==> config.mk <==
export PLATFORM = sky130hd
export DESIGN_NAME = paged_pc_unit
export DESIGN_NICKNAME = d
export VERILOG_FILES = /design/src/rtl/paged_pc_pkg.sv /design/src/rtl/pc_req_arbiter.sv /design/src/rtl/pc_page_latch.sv /design/src/rtl/pc_ret_stack.sv /design/src/rtl/paged_pc_unit.sv
export SDC_FILE = /design/constraint.sdc
export NUM_CORES = 1
export LEC_CHECK = 0
export BUFFER_PORTS_ARGS = -buffer_cell sky130_fd_sc_hd__buf_2
export CAP_MARGIN = 20
export CELL_PAD_IN_SITES_DETAIL_PLACEMENT = 1
export CELL_PAD_IN_SITES_GLOBAL_PLACEMENT = 1
export CORE_MARGIN = 5
export CORE_UTILIZATION = 50
export CTS_BUF_LIST = sky130_fd_sc_hd__clkbuf_8
export DETAILED_ROUTE_END_ITERATION = 8
export PLACE_DENSITY_LB_ADDON = 0.1
export SLEW_MARGIN = 20
export SYNTH_ARGS = -nofsm -noshare
export SYNTH_HDL_FRONTEND = slang
export SYNTH_SLANG_ARGS = --single-unit
==> constraint.sdc <==
create_clock -name clk -period 2.55 [get_ports clk]
set_input_delay 0.1275 -clock clk [delete_from_list [all_inputs] [get_ports clk]]
set_output_delay 0.1275 -clock clk [all_outputs]
set_load 0.005 [all_outputs]
==> src/rtl/paged_pc_pkg.sv <==
package paged_pc_pkg;

   typedef enum logic [2:0] {
      OP_HOLD = 3'd0,
      OP_ADV  = 3'd1,
      OP_RET  = 3'd2,
      OP_LOWR = 3'd3,
      OP_JUMP = 3'd4,
      OP_CALL = 3'd5,
      OP_IRQ  = 3'd6
   } pc_op_e;

endpackage

==> src/rtl/pc_req_arbiter.sv <==
module pc_req_arbiter
   import paged_pc_pkg::*;
(
   input  logic   irq_req,
   input  logic   br_req,
   input  logic   br_call,
   input  logic   lo_wr,
   input  logic   ret_req,
   input  logic   adv_req,
   output pc_op_e op,
   output logic   push,
   output logic   pop
);

   always_comb begin
      if (irq_req)                op = OP_IRQ;
      else if (br_req && br_call) op = OP_CALL;
      else if (br_req)            op = OP_JUMP;
      else if (lo_wr)             op = OP_LOWR;
      else if (ret_req)           op = OP_RET;
      else if (adv_req)           op = OP_ADV;
      else                        op = OP_HOLD;
   end

   assign push = (op == OP_IRQ) || (op == OP_CALL);
   assign pop  = (op == OP_RET);

   always_comb begin
      a_push_pop_excl_r9: assert ($onehot0({push, pop}));
   end

endmodule

==> src/rtl/pc_page_latch.sv <==
module pc_page_latch #(
   parameter int LATCH_W = 5
) (
   input  logic               clk,
   input  logic               rst_n,
   input  logic               wr_en,
   input  logic [LATCH_W-1:0] wr_data,
   output logic [LATCH_W-1:0] q
);

   generate
      if (LATCH_W < 1) begin : g_bad_width
         $error("pc_page_latch: LATCH_W must be positive");
      end
   endgenerate

   always_ff @(posedge clk or negedge rst_n) begin
      if (!rst_n)     q <= '0;
      else if (wr_en) q <= wr_data;
   end

   p_latch_hold_r8: assert property (@(posedge clk) disable iff (!rst_n)
      !wr_en |=> $stable(q));

   p_latch_load_r8: assert property (@(posedge clk) disable iff (!rst_n)
      wr_en |=> q == $past(wr_data));

endmodule

==> src/rtl/pc_ret_stack.sv <==
module pc_ret_stack #(
   parameter int DEPTH  = 8,
   parameter int DATA_W = 13
) (
   input  logic              clk,
   input  logic              rst_n,
   input  logic              push,
   input  logic              pop,
   input  logic [DATA_W-1:0] push_data,
   output logic [DATA_W-1:0] top_data
);

   localparam int AW = (DEPTH > 1) ? $clog2(DEPTH) : 1;

   generate
      if (DEPTH < 2 || (DEPTH & (DEPTH - 1)) != 0) begin : g_bad_depth
         $error("pc_ret_stack: DEPTH must be a power of two, at least 2");
      end
   endgenerate

   logic [DATA_W-1:0] slot [DEPTH];
   logic [AW-1:0]     wr_ptr;
   logic [AW-1:0]     top_ptr;

   assign top_ptr  = wr_ptr - 1'b1;
   assign top_data = slot[top_ptr];

   always_ff @(posedge clk or negedge rst_n) begin
      if (!rst_n) begin
         wr_ptr <= '0;
      end else if (push) begin
         wr_ptr <= wr_ptr + 1'b1;
      end else if (pop) begin
         wr_ptr <= top_ptr;
      end
   end

   always_ff @(posedge clk or negedge rst_n) begin
      if (!rst_n) begin
         for (int i = 0; i < DEPTH; i++) slot[i] <= '0;
      end else if (push) begin
         slot[wr_ptr] <= push_data;
      end
   end

   p_push_visible_r5: assert property (@(posedge clk) disable iff (!rst_n)
      push |=> top_data == $past(push_data));

   p_ptr_wrap_r7: assert property (@(posedge clk) disable iff (!rst_n)
      push |=> wr_ptr == AW'($past(wr_ptr) + 1'b1));

endmodule

==> src/rtl/paged_pc_unit.sv <==
module paged_pc_unit
   import paged_pc_pkg::*;
#(
   parameter int          PC_W        = 13,
   parameter int          OFS_W       = 11,
   parameter int          LO_W        = 8,
   parameter int          STACK_DEPTH = 8,
   parameter logic [12:0] IRQ_VECTOR  = 13'h0004
) (
   input  logic                    clk,
   input  logic                    rst_n,
   input  logic                    adv_req,
   input  logic                    br_req,
   input  logic                    br_call,
   input  logic [OFS_W-1:0]        br_target,
   input  logic                    lo_wr,
   input  logic [LO_W-1:0]         lo_data,
   input  logic                    ret_req,
   input  logic                    irq_req,
   input  logic                    latch_wr,
   input  logic [PC_W-LO_W-1:0]    latch_data,
   output logic [PC_W-1:0]         fetch_addr
);

   localparam int LATCH_W = PC_W - LO_W;
   localparam int PAGE_W  = PC_W - OFS_W;

   generate
      if (PAGE_W < 1 || PAGE_W > LATCH_W) begin : g_bad_page
         $error("paged_pc_unit: page field must fit inside the latch");
      end
      if (PC_W > 13) begin : g_bad_pc
         $error("paged_pc_unit: IRQ_VECTOR sized for at most 13 bits");
      end
   endgenerate

   pc_op_e            op;
   logic              push, pop;
   logic [LATCH_W-1:0] latch_q;
   logic [PC_W-1:0]   stack_top;
   logic [PC_W-1:0]   seq_addr;
   logic [PC_W-1:0]   nxt_addr;

   pc_req_arbiter u_arb (
      .irq_req (irq_req),
      .br_req  (br_req),
      .br_call (br_call),
      .lo_wr   (lo_wr),
      .ret_req (ret_req),
      .adv_req (adv_req),
      .op      (op),
      .push    (push),
      .pop     (pop)
   );

   pc_page_latch #(.LATCH_W(LATCH_W)) u_latch (
      .clk     (clk),
      .rst_n   (rst_n),
      .wr_en   (latch_wr),
      .wr_data (latch_data),
      .q       (latch_q)
   );

   assign seq_addr = fetch_addr + 1'b1;

   pc_ret_stack #(.DEPTH(STACK_DEPTH), .DATA_W(PC_W)) u_stack (
      .clk       (clk),
      .rst_n     (rst_n),
      .push      (push),
      .pop       (pop),
      .push_data (seq_addr),
      .top_data  (stack_top)
   );

   always_comb begin
      unique case (op)
         OP_IRQ:           nxt_addr = IRQ_VECTOR[PC_W-1:0];
         OP_CALL, OP_JUMP: nxt_addr = {latch_q[LATCH_W-1 -: PAGE_W], br_target};
         OP_LOWR:          nxt_addr = {latch_q, lo_data};
         OP_RET:           nxt_addr = stack_top;
         OP_ADV:           nxt_addr = seq_addr;
         default:          nxt_addr = fetch_addr;
      endcase
   end

   always_ff @(posedge clk or negedge rst_n) begin
      if (!rst_n) fetch_addr <= '0;
      else        fetch_addr <= nxt_addr;
   end

   p_adv_step_r2: assert property (@(posedge clk) disable iff (!rst_n)
      (adv_req && !irq_req && !br_req && !lo_wr && !ret_req)
      |=> fetch_addr == PC_W'($past(fetch_addr) + 1'b1));

   p_branch_ofs_r3: assert property (@(posedge clk) disable iff (!rst_n)
      (br_req && !irq_req) |=> fetch_addr[OFS_W-1:0] == $past(br_target));

   p_lowr_byte_r4: assert property (@(posedge clk) disable iff (!rst_n)
      (lo_wr && !irq_req && !br_req) |=> fetch_addr[LO_W-1:0] == $past(lo_data));

   p_ret_target_r5: assert property (@(posedge clk) disable iff (!rst_n)
      (ret_req && !irq_req && !br_req && !lo_wr) |=> fetch_addr == $past(stack_top));

   p_irq_vector_r6: assert property (@(posedge clk) disable iff (!rst_n)
      irq_req |=> fetch_addr == IRQ_VECTOR[PC_W-1:0]);

   p_irq_saves_r6: assert property (@(posedge clk) disable iff (!rst_n)
      irq_req |=> stack_top == PC_W'($past(fetch_addr) + 1'b1));

   p_idle_hold_r10: assert property (@(posedge clk) disable iff (!rst_n)
      (!adv_req && !irq_req && !br_req && !lo_wr && !ret_req) |=> $stable(fetch_addr));

endmodule

==> impl_metrics.py <==
metrics = {
    "sta": {
        "slew_viol_final": 0,
        "maxSlewHeadroom": 0.355,
        "finClkSkew_ns": 0.0106,
        "fin_crit_sh": 0.884,
        "setup_tns_ns": 0,
        "fmaxAchievable_ghz": 0.444,
        "hold_violations": 0,
        "timing.final.crit_period_ns": 2.25,
        "setup_viol": 0,
        "rsz0062_at_grt": "no",
        "finalHoldWorstSlack_ns": 0.0287,
        "worst_slack_ns": 0.296,
        "tightest_slew_ns": 0.968,
    },
    "synthesis": {
        "syn-num-nets": 601,
        "yosysUniqueCellTypes": 49,
        "async_reset_ff_frac": 1.00,
        "syn_inst": 565,
        "synthFlopType": "dfrtp_1",
        "syn_area_per_cell_um2": 10.7,
        "ys_seq_area_frac": 0.519,
        "netlist_area_mm2": 0.00603,
        "ys_ff_latch": 125,
        "yosysWarnings": 0,
        "synth_edf_count": 0,
    },
    "die": {
        "core_area_mm2": 0.0119,
        "start_util": 0.506,
        "die_x_um": 120,
        "row_count": 40,
        "dieArea_mm2": 0.0144,
        "dieHeight_um": 120,
        "io_pins": 46,
    },
    "grt": {
        "grt_pass1_vias": 4984,
        "grt_pass1_wl_mm": 27.9,
        "grt_max_degree": 80,
        "track_usage": 0.256,
        "grt_overflow": 0,
        "antenna_found_initial": 0,
    },
    "run_status": {
        "status": "completed",
    },
    "power_and_ir_drop": {
        "swShare": 0.377,
        "power.internal_mw": 5.60,
        "combPwrFrac": 0.415,
        "p_leak_nw": 3.05,
        "p_switching_mw": 3.40,
        "clockPowerShare": 0.213,
        "ir_drop_uv": 566,
        "seqPwrFrac": 0.372,
        "power_density_mw_per_mm2": 1300,
    },
    "worst_setup_path": {
        "r2r_start": "u_stack.wr_ptr[1]",
        "cp-end-kind": "flop",
        "critPathArrivalTime_ns": 2.58,
        "setup.worst_path.start": "u_stack.wr_ptr[1]",
        "cp_max_fo": 9,
        "r2r_slack_ns": 0.30,
        "cp-start-kind": "flop",
        "required_ns": 2.88,
        "criticalPathCategory": "reg -> reg",
    },
    "final_layout": {
        "mostFrequentLayoutCells": "124 x dfrtp_1, 75 x nand2_1, 62 x nor2_1",
        "final_common_cell": "dfrtp_1",
        "final_nets": 652,
        "fill_cells": 1326,
        "drive_above_1_share": 0.214,
        "diodes": 0,
        "fin_util": 0.580,
        "areaGrowthSynthToFinish_pct": 14.7,
    },
    "cts": {
        "hold_buffers": 6,
        "cts_buffers": 17,
        "postCtsResizedCells": 0,
        "postCtsSetupBuffers": 0,
        "clkTransAtPathRegs_ns": 0.07,
        "clockBufferDepth": 2,
        "tritoncts": "done",
        "cts.sinks": 125,
        "h-tree-depth": 4,
        "root_buffer": "clkbuf_8",
        "clk_latency_ns": 0.45,
    },
    "placement": {
        "dp_hpwl_mm": 11.8,
        "gp_congestion": 0.841,
        "io_buffers": 45,
        "dp_slack_ns": 0.338,
    },
    "drt": {
        "vias_per_cell": 6.06,
        "drc_errors": 0,
        "vias": 4689,
        "drt-total-wl_mm": 17.2,
        "ant_nets": 0,
        "drt_iter0_markers": 374,
        "wl_per_cell_um": 22.3,
        "dr.pass1.iters": 5,
    },
    "min_path": {
        "hp-start": "latch_wr",
        "hp-class": "in -> reg",
    },
    "flow_run": {
        "maxCapViolCount": 0,
    },
}
-- cell families after synthesis --
| group | share of synthesized area |
|---|---|
| and+or+nand+nor | 0.133 |
| AOI/OAI and AO/OA | 0.131 |
| DFF | 0.519 |
| muxes | 0.131 |
| buffers and inverters | 0.0396 |
| xor gates and xnor gates | 0.0403 |
| adders and majority gates | 0.00623 |
-- power groups by stage --
stage | combinational, mW | clock, mW | sequential, mW
2_1_floorplan | 2.66 | 0 | 3.16
3_3_place_gp | 3.54 | 0 | 3.29
3_5_place_dp | 3.68 | 0 | 3.37
4_1_cts | 3.73 | 1.96 | 3.34
5_1_grt | 4.08 | 2.04 | 3.43
6_report | 3.73 | 1.92 | 3.35
-- final cells by class --
type	instances	area, um2	share of cell area
flip-flops and latches	125	3130	0.453
multi-input cells	393	2660	0.385
repair buffers	72	483	0.0699
clock buffers	18	248	0.0358
well taps	147	184	0.0266
clock inverters	12	181	0.0262
inverters	7	26.3	0.00380
-- final timing paths --
check,to,cells after the start
setup / recovery,fetch_addr[11],8
hold / removal,u_latch.q[1],2
setup reg to reg,fetch_addr[11],8
hold reg to reg,u_stack.slot[34],2
max in group asynchronous,u_stack.slot[31],3
min in group asynchronous,fetch_addr[2],2
-- synth_stat cells, types with 5 or more instances --
cell type	n	area [um2]
a21oi_1	47	235
a22oi_1	11	82.6
a31oi_1	5	31.3
buf_2	13	65.1
clkbuf_1	18	67.6
dfrtp_1	125	3130
inv_1	7	26.3
mux2_2	12	135
mux2i_1	18	180
mux4_2	20	450
nand2_1	75	282
nand3_1	8	40.0
nor2_1	62	233
nor3_1	5	25.0
o21ai_0	40	200
o21ai_1	15	75.1
o221ai_1	7	61.3
xnor2_1	13	114
xor2_1	11	96.3
-- metrics by stage --
step           std cells  power [mW]  instance area (um2)
3_5_place_dp         738        7.05                 6420
3_3_place_gp         738        6.83                 6420
6_report             774        9.00                 6910
5_1_grt              774        9.54                 6910
2_1_floorplan        565        5.82                 6030
4_1_cts              774        9.02                 6910
-- sequential cells by signal (all words and copies together), names as in the netlist --
name	cells
u_stack.slot	104
u_stack.wr_ptr	3
u_latch.q	5
fetch_addr	13
-- worst max-delay path, cell delays in order (launching register included) --
cell,delay [ns]
dfrtp_1,0.41
inv_1,0.18
ha_1,0.31
xor2_2,0.17
buf_4,0.23
a2111oi_0,0.45
a31oi_1,0.08
a32oi_1,0.19
o21ai_0,0.10
-- per-layer routing --
metal  global-route usage  share of wire
met2                0.411           0.48
met5                    0              0
met3               0.0636          0.052
met1                0.347           0.45
met4               0.0730          0.016
Note: power is estimated with default switching activity, not from simulation.
